<file path="src/rtl/rfit_pkg.sv">
package rfit_pkg;
  localparam int SEL_W   = 3;
  localparam int ADDR_W  = 2;
  localparam int NCODES  = 1 << SEL_W;

  localparam logic [ADDR_W-1:0] A_CTRL  = 2'd0;
  localparam logic [ADDR_W-1:0] A_COUNT = 2'd1;
  localparam logic [ADDR_W-1:0] A_CONST = 2'd2;
  localparam logic [ADDR_W-1:0] A_STAT  = 2'd3;

  localparam int BIT_EN   = 3;
  localparam int BIT_AUTO = 4;

  typedef struct packed {
    logic             auto_m;
    logic             en;
    logic [SEL_W-1:0] sel;
  } ctl_t;

  // log2 of the divide ratio for each select code; 0 means stopped
  function automatic int div_log2(input logic [SEL_W-1:0] code);
    case (code)
      3'd1:    return 2;
      3'd2:    return 4;
      3'd3:    return 6;
      3'd4:    return 8;
      3'd5:    return 10;
      3'd6:    return 11;
      3'd7:    return 12;
      default: return 0;
    endcase
  endfunction
endpackage

</file>
<file path="src/rtl/rfit_prescaler.sv">
module rfit_prescaler
  import rfit_pkg::*;
#(
  parameter int PRE_W = 12
) (
  input  logic             clk,
  input  logic             rst,
  input  logic [SEL_W-1:0] sel,
  output logic             tick
);
  logic [PRE_W-1:0]  pre_cnt;
  logic [NCODES-1:0] hit;

  always_ff @(posedge clk) begin
    if (rst) pre_cnt <= '0;
    else     pre_cnt <= pre_cnt + PRE_W'(1);
  end

  assign hit[0] = 1'b0;
  for (genvar g = 1; g < NCODES; g++) begin : g_div
    localparam int LG = div_log2(SEL_W'(g));
    if (LG > PRE_W) begin : g_too_narrow
      assign hit[g] = 1'b0;
    end else begin : g_tap
      assign hit[g] = &pre_cnt[LG-1:0];
    end
  end

  assign tick = hit[sel];
endmodule

</file>
<file path="src/rtl/rfit_interval_counter.sv">
module rfit_interval_counter #(
  parameter int CNT_W = 8
) (
  input  logic             clk,
  input  logic             rst,
  input  logic             tick,
  input  logic             sel_zero,
  input  logic             load,
  input  logic [CNT_W-1:0] load_val,
  input  logic [CNT_W-1:0] cnst,
  output logic [CNT_W-1:0] cnt,
  output logic             match
);
  logic equal;
  assign equal = (cnt == cnst);
  assign match = tick & equal;

  always_ff @(posedge clk) begin
    if (rst)       cnt <= '0;
    else if (load) cnt <= load_val;
    else if (tick) cnt <= equal ? '0 : cnt + CNT_W'(1);
  end

  // a stopped clock select freezes the counter unless software loads it
  p_hold_when_stopped_r3: assert property (@(posedge clk) disable iff (rst)
    (sel_zero && !load) |=> $stable(cnt));
  // a match tick returns the counter to zero
  p_clear_on_match_r5: assert property (@(posedge clk) disable iff (rst)
    (match && !load) |=> (cnt == '0));
  // a load always wins
  p_load_wins_r8: assert property (@(posedge clk) disable iff (rst)
    load |=> (cnt == $past(load_val)));
endmodule

</file>
<file path="src/rtl/rfit_request_ctrl.sv">
module rfit_request_ctrl (
  input  logic clk,
  input  logic rst,
  input  logic match,
  input  logic req_allowed,
  input  logic ack,
  output logic flag,
  output logic req
);
  always_ff @(posedge clk) begin
    if (rst) begin
      flag <= 1'b0;
      req  <= 1'b0;
    end else begin
      if (match)    flag <= 1'b1;
      else if (ack) flag <= 1'b0;
      if (match && req_allowed) req <= 1'b1;
      else if (ack)             req <= 1'b0;
    end
  end

  // a match sets the flag even against an acknowledge
  p_flag_set_r6: assert property (@(posedge clk) disable iff (rst)
    match |=> flag);
  // an acknowledge without a match clears the flag
  p_ack_clears_r6: assert property (@(posedge clk) disable iff (rst)
    (ack && !match) |=> !flag);
  // a new request only when the mode bits allowed it
  p_req_gated_r7: assert property (@(posedge clk) disable iff (rst)
    $rose(req) |-> $past(req_allowed));
  // a request never stands without the flag
  p_req_implies_flag_r7: assert property (@(posedge clk) disable iff (rst)
    req |-> flag);
endmodule

</file>
<file path="src/rtl/rfit_regs.sv">
module rfit_regs
  import rfit_pkg::*;
#(
  parameter int CNT_W = 8
) (
  input  logic              clk,
  input  logic              rst,
  input  logic              wr_en,
  input  logic [ADDR_W-1:0] wr_addr,
  input  logic [CNT_W-1:0]  wr_data,
  input  logic [ADDR_W-1:0] rd_addr,
  input  logic [CNT_W-1:0]  cnt,
  input  logic              flag,
  output ctl_t              ctl,
  output logic [CNT_W-1:0]  cnst,
  output logic              cnt_load,
  output logic [CNT_W-1:0]  rd_data
);
  localparam int CTL_W = $bits(ctl_t);

  logic [CNT_W-1:0] rd_mux;

  assign cnt_load = wr_en && (wr_addr == A_COUNT);

  always_ff @(posedge clk) begin
    if (rst) begin
      ctl  <= '0;
      cnst <= '0;
    end else if (wr_en) begin
      if (wr_addr == A_CTRL)  ctl  <= ctl_t'(wr_data[CTL_W-1:0]);
      if (wr_addr == A_CONST) cnst <= wr_data;
    end
  end

  always_comb begin
    case (rd_addr)
      A_CTRL:  rd_mux = CNT_W'(ctl);
      A_COUNT: rd_mux = cnt;
      A_CONST: rd_mux = cnst;
      default: rd_mux = CNT_W'(flag);
    endcase
  end

  always_ff @(posedge clk) begin
    if (rst) rd_data <= '0;
    else     rd_data <= rd_mux;
  end

  // the control word only changes through a write to its address
  p_ctl_write_only_r2: assert property (@(posedge clk) disable iff (rst)
    !(wr_en && wr_addr == A_CTRL) |=> $stable(ctl));
endmodule

</file>
<file path="src/rtl/refresh_interval_timer.sv">
module refresh_interval_timer
  import rfit_pkg::*;
#(
  parameter int CNT_W = 8,
  parameter int PRE_W = 12
) (
  input  logic              clk,
  input  logic              rst,
  input  logic              wr_en,
  input  logic [ADDR_W-1:0] wr_addr,
  input  logic [CNT_W-1:0]  wr_data,
  input  logic [ADDR_W-1:0] rd_addr,
  output logic [CNT_W-1:0]  rd_data,
  input  logic              rfsh_ack,
  output logic              rfsh_req,
  output logic              match_flag
);
  ctl_t             ctl;
  logic [CNT_W-1:0] cnst;
  logic [CNT_W-1:0] cnt;
  logic             cnt_load;
  logic             tick;
  logic             match;

  rfit_regs #(.CNT_W(CNT_W)) u_regs (
    .clk(clk), .rst(rst), .wr_en(wr_en), .wr_addr(wr_addr), .wr_data(wr_data),
    .rd_addr(rd_addr), .cnt(cnt), .flag(match_flag), .ctl(ctl), .cnst(cnst),
    .cnt_load(cnt_load), .rd_data(rd_data)
  );

  rfit_prescaler #(.PRE_W(PRE_W)) u_pre (
    .clk(clk), .rst(rst), .sel(ctl.sel), .tick(tick)
  );

  rfit_interval_counter #(.CNT_W(CNT_W)) u_cnt (
    .clk(clk), .rst(rst), .tick(tick), .sel_zero(ctl.sel == '0),
    .load(cnt_load), .load_val(wr_data), .cnst(cnst), .cnt(cnt), .match(match)
  );

  rfit_request_ctrl u_req (
    .clk(clk), .rst(rst), .match(match), .req_allowed(ctl.en && ctl.auto_m),
    .ack(rfsh_ack), .flag(match_flag), .req(rfsh_req)
  );
endmodule

</file>
<file path="config.mk">
export PLATFORM = sky130hd
export DESIGN_NAME = refresh_interval_timer
export DESIGN_NICKNAME = d
export VERILOG_FILES = /design/src/rtl/rfit_pkg.sv /design/src/rtl/rfit_prescaler.sv /design/src/rtl/rfit_interval_counter.sv /design/src/rtl/rfit_request_ctrl.sv /design/src/rtl/rfit_regs.sv /design/src/rtl/refresh_interval_timer.sv
export SDC_FILE = /design/constraint.sdc
export NUM_CORES = 1
export LEC_CHECK = 0
export BUFFER_PORTS_ARGS = -buffer_cell sky130_fd_sc_hd__buf_2
export CAP_MARGIN = 15
export CELL_PAD_IN_SITES_DETAIL_PLACEMENT = 2
export CELL_PAD_IN_SITES_GLOBAL_PLACEMENT = 2
export CORE_UTILIZATION = 37
export DETAILED_ROUTE_END_ITERATION = 8
export PLACE_DENSITY_LB_ADDON = 0.05
export SYNTH_ARGS = -nofsm -noshare
export SYNTH_HDL_FRONTEND = slang
export SYNTH_SLANG_ARGS = --single-unit
</file>
<file path="constraint.sdc">
create_clock -name clk -period 4.8 [get_ports clk]
set_input_delay 0 -clock clk [delete_from_list [all_inputs] [get_ports clk]]
set_output_delay 0 -clock clk [all_outputs]
set_load 0.1 [all_outputs]
</file>
==> flow_metrics.tcl <==
set metrics [dict create \
    status "complete, no violations" \
    number_of_different_library_cells_in_the_post_synthesis_netlist 42 \
    min_period_ns 2.337 \
    post_route_cells_drive_above_1_share_pct 17.53 \
    synth_fp_nets 243 \
    yosysWarnings 0 \
    start_point_of_the_worst_min_delay_path "wr_data[1]" \
    synth-edff-count 0 \
    gates_resized_cts_repair 0 \
    regToRegStartpoint "u_pre.pre_cnt[0]" \
    powerDensity_nw_per_um2 312.4 \
    remaining_drc_errors 0 \
    timing.setup.tns_ns 0 \
    drt_first_pass_iters 4 \
    cts_num_sinks 43 \
    num-nets-final 269 \
    cts.htree.levels 2 \
    die_w_um 75.88 \
    syn-mean-instance-area_um2 8.975 \
    hpwlAfterDp_um 4489 \
    rsz0062_at_grt "no" \
    ir_drop_v 0.0001366 \
    setup_viol 0 \
    synth_area_leader_cell "sky130_fd_sc_hd__dfxtp_1" \
    p_leak_nw 0.9227 \
    syn_area_um2 2019 \
    finalCritPeriodShare_pct 48.70 \
    min_path_type "input pin to flop" \
    post-cts-setup-buffer-count 0 \
    max_cap_viol_count 0 \
    maxUsedRoutingLayer "met4" \
    avgRoutedWirePerCell_um 18.85 \
    synth_sequential_area_ratio_pct 42.63 \
    die-area_um2 5757 \
    setup.worst_path.class "flop to flop" \
    worst-slew-pin-transition_ns 0.7741 \
    final_report_hold_violation_count 0 \
    start_kind "flop" \
    hold-worst-slack_ns 0.008088 \
    grt_overflow 0 \
    worst-endpoint-required_ns 5.02 \
    root_buffer_selected_by_cts "sky130_fd_sc_hd__clkbuf_8" \
    postSynthRegisterBits 43 \
    numCtsBuffers 5 \
    ys_async_sr_fraction_pct 0 \
    critical_path.endpoint_type "flop" \
    synth_flop_cell "sky130_fd_sc_hd__dfxtp_1" \
    timing.fmax_ghz 0.4278 \
    crit_path_start "u_pre.pre_cnt[0]" \
    slew_violations 0 \
    grt_max_degree 44 \
    drt_iter0_drc 47 \
    num_antenna_cells 0 \
    detailed_routing_wirelength_on_met1_um 2721 \
    syn2layout_area_growth_pct 13.94 \
    insertion_delay_ns 0.29 \
    clock_path_buffers 2 \
    dr_total_vias 1750 \
    port-buffer-count 25 \
    ios 26 \
    critical_path.max_fanout 10 \
    synth.top_cells.by_count "sky130_fd_sc_hd__dfxtp_1, sky130_fd_sc_hd__nor2_1, sky130_fd_sc_hd__mux2i_1" \
    most_numerous_cell_in_the_yosys_netlist "sky130_fd_sc_hd__dfxtp_1" \
    rows 26 \
    cts.reportedPaths.clkPinSlew_ns 0.08 \
    antenna_violations_before_repair 0 \
    initial_core_util_pct 39.04 \
    first_global_vias 1883 \
    gp_congestion 0.7782 \
    first_pass_grt_wire_length_um 9480 \
    route.met3.wl_um 163 \
    ant_nets 0 \
    netlist_instances 225 \
    detail_route.vias_per_cell 5.452 \
    relSlewSlack_pct 47.99 \
    synth_top_area_share_pct 42.63 \
    grt_use_total_pct 22.97 \
    synth_area_leaders "sky130_fd_sc_hd__dfxtp_1, sky130_fd_sc_hd__mux2i_1, sky130_fd_sc_hd__nor2_1" \
    routed_wl_um 6051 \
    met2RoutedLength_um 3069 \
    worstPathArrival_ns 2.56 \
    final_setup_skew_ns 0.005576 \
    floorplan.core_area_um2 5172 \
    tritoncts "built" \
    die_h_um 75.88 \
]
## final timing paths
kind / depth (start not counted) / to / slack [ns]
max: 7 / u_cnt.cnt[7] / 2.46
max reg2reg: 7 / u_cnt.cnt[7] / 2.46
min: 3 / u_regs.ctl[1] / 0.008
min reg2reg: 1 / u_pre.pre_cnt[0] / 0.49
## kinds of logic after synthesis
group / count (synthesis) / share of synthesized area (%)
AOI/OAI and AO/OA: 35 / 10.90
DFF: 43 / 42.63
adders and majority gates: 2 / 1.239
xor gates and xnor gates: 17 / 7.373
muxes: 17 / 9.046
buffers and inverters: 12 / 3.160
and+or+nand+nor: 99 / 25.65
## per-stage QoR
step | total power [W] | cell area (µm²) | setup WS (ns) | std cells | util (%)
after floorplan | 0.0004551 | 2019 | 2.696 | 225 | -
after global placement | 0.0004802 | 2183 | 2.607 | 311 | 42.21
after detailed placement | 0.0004871 | 2183 | 2.466 | 311 | 42.21
after CTS | 0.0007242 | 2301 | 2.440 | 321 | 44.48
after global routing | 0.0007508 | 2301 | 2.277 | 321 | 44.48
final | 0.0007188 | 2301 | 2.463 | 321 | 44.48
## critical path: stages, from the launching register on
cell                      delay [ns]
sky130_fd_sc_hd__dfxtp_1        0.39
sky130_fd_sc_hd__ha_1           0.27
sky130_fd_sc_hd__nand3_4        0.15
sky130_fd_sc_hd__nor3_4         0.26
sky130_fd_sc_hd__o22ai_2        0.12
sky130_fd_sc_hd__or2_1          0.38
sky130_fd_sc_hd__or4_1          0.55
sky130_fd_sc_hd__a31oi_1        0.16
## cell usage in the layout, fill, tap and decap left out, types with 2 or more instances in the layout
cell and n:
sky130_fd_sc_hd__inv_1 2, sky130_fd_sc_hd__o21ai_0 5, sky130_fd_sc_hd__nor3_1 2, sky130_fd_sc_hd__and4_1 2
sky130_fd_sc_hd__mux2i_1 16, sky130_fd_sc_hd__nor2b_1 5, sky130_fd_sc_hd__xnor2_1 13, sky130_fd_sc_hd__or4_1 2
sky130_fd_sc_hd__ha_1 2, sky130_fd_sc_hd__and3_1 4, sky130_fd_sc_hd__dlygate4sd3_1 3, sky130_fd_sc_hd__a21oi_1 12
sky130_fd_sc_hd__nand3_1 10, sky130_fd_sc_hd__a22oi_1 3, sky130_fd_sc_hd__buf_2 25, sky130_fd_sc_hd__nor3b_1 3
sky130_fd_sc_hd__or2_2 2, sky130_fd_sc_hd__xor2_1 4, sky130_fd_sc_hd__nand2_1 11, sky130_fd_sc_hd__nor2_1 42
sky130_fd_sc_hd__a31oi_1 8, sky130_fd_sc_hd__clkbuf_8 6, sky130_fd_sc_hd__nand4_1 2, sky130_fd_sc_hd__dfxtp_1 43
sky130_fd_sc_hd__nand3b_1 4, sky130_fd_sc_hd__a32oi_1 2, sky130_fd_sc_hd__o21bai_1 2
## cell type report
type,count,area [µm²]
tap,70,87.58
sequential,43,860.8
multi-input combinational,170,1095
fill,574,2872
timing repair buffer,29,162.7
inverter,2,7.507
clock inverter,1,5.005
clock buffer,6,82.58
## routing by layer
metal  GRT usage (%)  up-vias
li1                -      838
met1           28.05      871
met2           40.71       32
met3           4.497        9
met4           6.790        0
met5               0        -
## flip-flops by register name, summed over array words and instances (netlist names)
| signal | count |
|---|---|
| u_regs.cnst | 8 |
| u_req.flag | 1 |
| u_regs.ctl | 5 |
| u_cnt.cnt | 8 |
| u_regs.rd_data | 8 |
| u_req.req | 1 |
| u_pre.pre_cnt | 12 |
## timing repair
action	4_1_cts	5_1_grt
setup endpoints to repair	0	0
hold buffers	3	0
hold endpoints to repair	4	0
## report_power, final
part	internal [W]	switching, W	leakage (nW)
combinational	0.0000380	0.0000584	0.527
sequential	0.000368	0.0000168	0.349
clock	0.000113	0.000124	0.0470
total	0.000520	0.000199	0.923
No activity file was read; power rests on OpenSTA's default activity.
